<file path="src/rtl/ptc_pkg.sv">
package ptc_pkg;
  localparam int DATA_W = 32;
  localparam int TIME_W = 2 * DATA_W;

  typedef enum logic [1:0] {
    SEL_CTRL = 2'd0,
    SEL_TLO  = 2'd1,
    SEL_THI  = 2'd2,
    SEL_NONE = 2'd3
  } reg_sel_e;
endpackage

</file>
<file path="src/rtl/ptc_divider.sv">
module ptc_divider #(
  parameter int PER_W = 8
) (
  input  logic             clk,
  input  logic             rst,
  input  logic [PER_W-1:0] period,
  input  logic             restart,
  output logic             tick,
  output logic [PER_W-1:0] cnt
);
  logic per_zero;

  always_comb begin
    per_zero = (period == '0);
    tick     = !per_zero && (cnt == period - PER_W'(1));
  end

  always_ff @(posedge clk) begin
    if (rst || restart) begin
      cnt <= '0;
    end else if (tick || per_zero) begin
      cnt <= '0;
    end else begin
      cnt <= cnt + PER_W'(1);
    end
  end
endmodule

</file>
<file path="src/rtl/ptc_accum.sv">
module ptc_accum #(
  parameter int TIME_W = 64,
  parameter int INC_W  = 24
) (
  input  logic              clk,
  input  logic              rst,
  input  logic              tick,
  input  logic [INC_W-1:0]  inc,
  input  logic              load,
  input  logic [TIME_W-1:0] load_val,
  output logic [TIME_W-1:0] time_q
);
  logic [TIME_W-1:0] step;

  always_comb step = {{(TIME_W-INC_W){1'b0}}, inc};

  always_ff @(posedge clk) begin
    if (rst) begin
      time_q <= '0;
    end else if (load) begin
      time_q <= load_val;
    end else if (tick) begin
      time_q <= time_q + step;
    end
  end
endmodule

</file>
<file path="src/rtl/ptc_regs.sv">
module ptc_regs
  import ptc_pkg::*;
#(
  parameter int                 PER_W      = 8,
  parameter int                 INC_W      = 24,
  parameter logic [PER_W-1:0]   RST_PERIOD = 8'd4,
  parameter logic [INC_W-1:0]   RST_INC    = 24'h800000
) (
  input  logic              clk,
  input  logic              rst,
  input  logic              wr_en,
  input  logic              rd_en,
  input  logic [1:0]        addr,
  input  logic [DATA_W-1:0] wdata,
  input  logic [TIME_W-1:0] time_q,
  output logic [PER_W-1:0]  per_q,
  output logic [INC_W-1:0]  inc_q,
  output logic              ctrl_wr,
  output logic              time_ld,
  output logic [TIME_W-1:0] time_ld_val,
  output logic [DATA_W-1:0] held_lo,
  output logic [DATA_W-1:0] rdata,
  output logic              rd_valid
);
  reg_sel_e          sel;
  logic [TIME_W-1:0] rd_latch;

  always_comb begin
    sel         = reg_sel_e'(addr);
    ctrl_wr     = wr_en && (sel == SEL_CTRL);
    time_ld     = wr_en && (sel == SEL_THI);
    time_ld_val = {wdata, held_lo};
  end

  always_ff @(posedge clk) begin
    if (rst) begin
      per_q <= RST_PERIOD;
      inc_q <= RST_INC;
    end else if (ctrl_wr) begin
      per_q <= wdata[DATA_W-1 -: PER_W];
      inc_q <= wdata[INC_W-1:0];
    end
  end

  always_ff @(posedge clk) begin
    if (rst) begin
      held_lo <= '0;
    end else if (wr_en && (sel == SEL_TLO)) begin
      held_lo <= wdata;
    end
  end

  always_ff @(posedge clk) begin
    if (rst) begin
      rd_latch <= '0;
      rdata    <= '0;
      rd_valid <= 1'b0;
    end else begin
      rd_valid <= rd_en;
      if (rd_en) begin
        unique case (sel)
          SEL_CTRL: rdata <= {per_q, inc_q};
          SEL_TLO: begin
            rdata    <= time_q[DATA_W-1:0];
            rd_latch <= time_q;
          end
          SEL_THI:  rdata <= rd_latch[TIME_W-1:DATA_W];
          default:  rdata <= '0;
        endcase
      end
    end
  end
endmodule

</file>
<file path="src/rtl/ptc_counter.sv">
module ptc_counter
  import ptc_pkg::*;
#(
  parameter int                 PER_W      = 8,
  parameter int                 INC_W      = 24,
  parameter logic [PER_W-1:0]   RST_PERIOD = 8'd4,
  parameter logic [INC_W-1:0]   RST_INC    = 24'h800000
) (
  input  logic              clk,
  input  logic              rst,
  input  logic              wr_en,
  input  logic              rd_en,
  input  logic [1:0]        addr,
  input  logic [DATA_W-1:0] wdata,
  output logic [DATA_W-1:0] rdata,
  output logic              rd_valid
);
  logic [PER_W-1:0]  per_q;
  logic [INC_W-1:0]  inc_q;
  logic              ctrl_wr;
  logic              time_ld;
  logic [TIME_W-1:0] time_ld_val;
  logic [DATA_W-1:0] held_lo;
  logic [TIME_W-1:0] time_q;
  logic              tick;
  logic [PER_W-1:0]  div_cnt;

  ptc_regs #(
    .PER_W(PER_W), .INC_W(INC_W), .RST_PERIOD(RST_PERIOD), .RST_INC(RST_INC)
  ) u_regs (
    .clk(clk), .rst(rst), .wr_en(wr_en), .rd_en(rd_en), .addr(addr),
    .wdata(wdata), .time_q(time_q), .per_q(per_q), .inc_q(inc_q),
    .ctrl_wr(ctrl_wr), .time_ld(time_ld), .time_ld_val(time_ld_val),
    .held_lo(held_lo), .rdata(rdata), .rd_valid(rd_valid)
  );

  ptc_divider #(.PER_W(PER_W)) u_div (
    .clk(clk), .rst(rst), .period(per_q), .restart(ctrl_wr),
    .tick(tick), .cnt(div_cnt)
  );

  ptc_accum #(.TIME_W(TIME_W), .INC_W(INC_W)) u_acc (
    .clk(clk), .rst(rst), .tick(tick), .inc(inc_q), .load(time_ld),
    .load_val(time_ld_val), .time_q(time_q)
  );
endmodule

</file>
<file path="config.mk">
export PLATFORM = sky130hd
export DESIGN_NAME = ptc_counter
export DESIGN_NICKNAME = d
export VERILOG_FILES = /design/src/rtl/ptc_pkg.sv /design/src/rtl/ptc_divider.sv /design/src/rtl/ptc_accum.sv /design/src/rtl/ptc_regs.sv /design/src/rtl/ptc_counter.sv
export SDC_FILE = /design/constraint.sdc
export NUM_CORES = 1
export LEC_CHECK = 0
export BUFFER_PORTS_ARGS = -buffer_cell sky130_fd_sc_hd__buf_2
export CORE_MARGIN = 1
export CORE_UTILIZATION = 45
export DETAILED_ROUTE_END_ITERATION = 16
export GPL_TIMING_DRIVEN = 0
export PLACE_DENSITY_LB_ADDON = 0.2
export SLEW_MARGIN = 30
export SYNTH_ARGS = -nofsm -noshare
export SYNTH_HDL_FRONTEND = slang
export SYNTH_SLANG_ARGS = --single-unit
</file>
<file path="constraint.sdc">
create_clock -name clk -period 3.3 [get_ports clk]
set_input_delay 0.165 -clock clk [delete_from_list [all_inputs] [get_ports clk]]
set_output_delay 0.165 -clock clk [all_outputs]
set_load 0.1 [all_outputs]
</file>
==> summary.txt <==
status -> completed
final core occ -> 0.5474
die height -> 154.5 microns
RePlAce Congestion -> 0.9768
worst vdd ir -> 0.5711 mV
Post-Synthesis Mean Instance Area -> 7.867 sq um
Rel. slew slack -> 0.3805
Overflow after GRT -> 0
Compound-Gate Fraction of Synth Area -> 0.2010
hpwl dp -> 26,780 microns
htree depth -> 1
Yosys cell types -> 68
final total power -> 6320 uW
Hold Path Class -> in2reg
Overall Global Routing Usage -> 0.3033
root buffer cell -> clkbuf_16
largest family of logic cells by synthesized area -> simple AND/OR/NAND/NOR gates
non-filler cells, final -> 1,763
largest cells by area after synthesis -> dfxtp_1 (38%), nand2_1 (8.5%), a21oi_1 (7.6%)
Reg2Reg Depth -> 11
Post-synth EDFFs -> 0
post-synthesis async set-or-reset flop share -> 0
Synth warnings -> 0
Final Max Slew Viols -> 0
main flop type after synthesis -> dfxtp_1
min Tclk post-route -> 3.135 ns
Max Clk Rate -> 318.9 MHz
Rows -> 55
chip width -> 154.5 microns
share of layout cells above drive strength 1 -> 0.1104
Adder-Cell Fraction of Synth Area -> 0.03298
Max Buffers Root-to-Sink -> 3
post-synthesis mux area share -> 0.04325
Initial DRC Count -> 948
Critical Path End Type -> register
Area growth syn-to-layout -> 18.71%
DRC -> 0
clock-pin slew on the worst setup and hold paths -> 0.06 ns
initial antenna violation count -> 0
dpl cells -> 1,684
Setup TNS -> 0 ns
wire per inst -> 20.67 microns
worst r2r src -> u_regs.inc_q[0]
final wirelength -> 36,440 microns
Final Hold Viols -> 0
Hold Path Sink -> u_acc.time_q[23]
IO Port Bufs -> 68
Post-Syn Area -> 10,470 sq um
PD cells -> 508.5 nW/um^2
Worst-Margin Slew -> 0.9292 ns
clock tree sinks -> 201
ANT nets after route -> 0
r2r setup slk -> 0.16 ns
I/O pins -> 71
final worst setup slack -> 0.1647 ns
vias in the first global route -> 9,509
data required time at the worst endpoint -> 3.73 ns
CP startpoint kind -> register
Filler cells -> 2,217
hold depth -> 4
xor and xnor area share after synthesis -> 0.04433
syn nets -> 1,396
Clock Latency Late Sink -> 0.54 ns
max_cap viols -> 0
Yosys reg bits -> 201
first-pass GRT wire length -> 55,260 microns
full die area -> 23,880 sq um
CTS tree -> built
nets -> 1,524
Pre-Repair DR Iteration Count -> 6
post-synth top area cell -> dfxtp_1
RSZ-0062 raised after global routing -> no
period utilization -> 0.9501
Arr. time, crit path -> 3.57 ns
kind of critical path -> reg2reg
worst-case clock skew -> 0.01604 ns
CP Launch Point -> u_regs.inc_q[0]
crit path max fanout -> 10
core area -> 22,710 sq um
leakage -> 0.004850 uW
post-synth top area share -> 0.3843
setup violators final -> 0
Post-Synthesis Cells -> 1,331
Initial Util -> 0.4611
sequential fraction of the synthesis area -> 0.3843
Via Count -> 10,320
vias per cell -> 5.855
Reg-to-Reg End -> u_acc.time_q[48]
Post-Synth Simple-Gate Area -> 0.2450
pre-CTS WS -> -0.4105 ns
Hold Crit Start -> rst
Num CTS Buffers -> 24
largest net degree at the start of global routing -> 14
layout by cell type (no fill, tap or decap), types with 24 or more instances in the layout:
cell and instances:
buf_2 76, nor3_1 27, dfxtp_1 201, clkbuf_1 79
a211oi_1 64, xnor2_1 35, nor2_1 143, clkbuf_16 24
ha_1 26, nand2_1 237, mux2i_1 43, nand3_1 32
and3_1 26, a21oi_1 158, dlygate4sd3_1 32
power by group:
group / switching [uW] / internal (uW)
registers: 115 / 2530
logic: 600 / 262
clock network: 1100 / 1710
total: 1810 / 4510
cell families after synthesis:
logic type	count (synthesis)
simple gates	558
compound gates	331
flops	201
buf+inv	116
xor+xnor	53
mux	45
fa+ha+maj	27
synth_stat cells, types with 4 or more instances:
library cell / n
nor2b_1: 5
o21ai_0: 25
o211ai_1: 9
a21oi_1: 158
a211oi_1: 67
a311oi_1: 5
and4_1: 7
buf_6: 5
nor2_1: 144
dfxtp_1: 201
mux2i_1: 43
o22ai_1: 4
buf_2: 8
a211o_1: 5
clkbuf_1: 79
xor2_1: 18
and2_1: 8
a31oi_1: 6
nand3_1: 32
nor4_1: 22
ha_1: 26
and3_1: 26
inv_1: 13
o211a_1: 5
buf_1: 5
nand2_1: 237
or3_1: 10
xnor2_1: 35
a21o_1: 15
nand4_1: 16
nor3_1: 27
worst max path at each step:
stage / slack [ns] / end / cells after the start
after floorplan: 0.32 / u_acc.time_q[55] / 13
after global placement: -0.41 / u_acc.time_q[34] / 11
after detailed placement: -0.41 / u_acc.time_q[55] / 13
after CTS: 0.003 / u_acc.time_q[57] / 9
after global routing: 0.003 / u_acc.time_q[34] / 10
final: 0.16 / u_acc.time_q[48] / 11
repair_timing:
| item | in CTS | in global routing |
|---|---|---|
| hold endpoints to repair | 91 | 0 |
| endpoints found under the setup margin | 52 | 41 |
| buffers inserted | 3 | 1 |
| pin swaps | 2 | 4 |
| hold buffers | 32 | 0 |
| resized for setup | 10 | 15 |
cell type report:
| type | count | area [sq um] | share of cell area |
|---|---|---|---|
| antenna | 1 | 2.502 | 0.0002013 |
| buffer | 101 | 467.9 | 0.03764 |
| clock buffer | 32 | 690.7 | 0.05556 |
| clock inverter | 12 | 158.9 | 0.01278 |
| inverter | 13 | 48.80 | 0.003926 |
| multi-input combinational | 1014 | 5991 | 0.4819 |
| sequential | 201 | 4024 | 0.3237 |
| tap | 285 | 356.6 | 0.02869 |
| timing repair buffer | 104 | 690.7 | 0.05556 |
registers in the layout, summed over array words and instances, names as in the netlist:
| register | count |
|---|---|
| u_div.cnt | 8 |
| u_regs.rdata | 32 |
| u_regs.per_q | 8 |
| u_regs.held_lo | 32 |
| u_regs.rd_latch | 32 |
| u_acc.time_q | 64 |
| u_regs.rd_valid | 1 |
| u_regs.inc_q | 24 |
worst max-delay path, stage by stage, from the launching register on:
cell and delay [ns]:
dfxtp_1 0.33, ha_1 0.23, fa_1 0.43, a211oi_2 0.28
o21ai_1 0.19, a221oi_2 0.36, o21ba_2 0.24, and3_1 0.25
clkbuf_4 0.24, nor4_1 0.09, xnor2_1 0.15, a211oi_1 0.24
through the flow:
stage	hold WS, ns	cell area, sq um
final	0.01468	12430
after global routing	0.02902	12430
after CTS	0.01390	12370
after detailed placement	0.4376	11170
after global placement	0.4209	11170
after floorplan	0.2892	10470
routing by layer:
layer  vias up  wire length, microns  track usage
met2       467                 15510       0.4635
met5         -                     0            0
met3        80                  3361      0.07509
met4         0                  1180       0.1113
met1      4796                 16380       0.4127
li1       4980                     -            -
(Power assumes the default switching activity.)
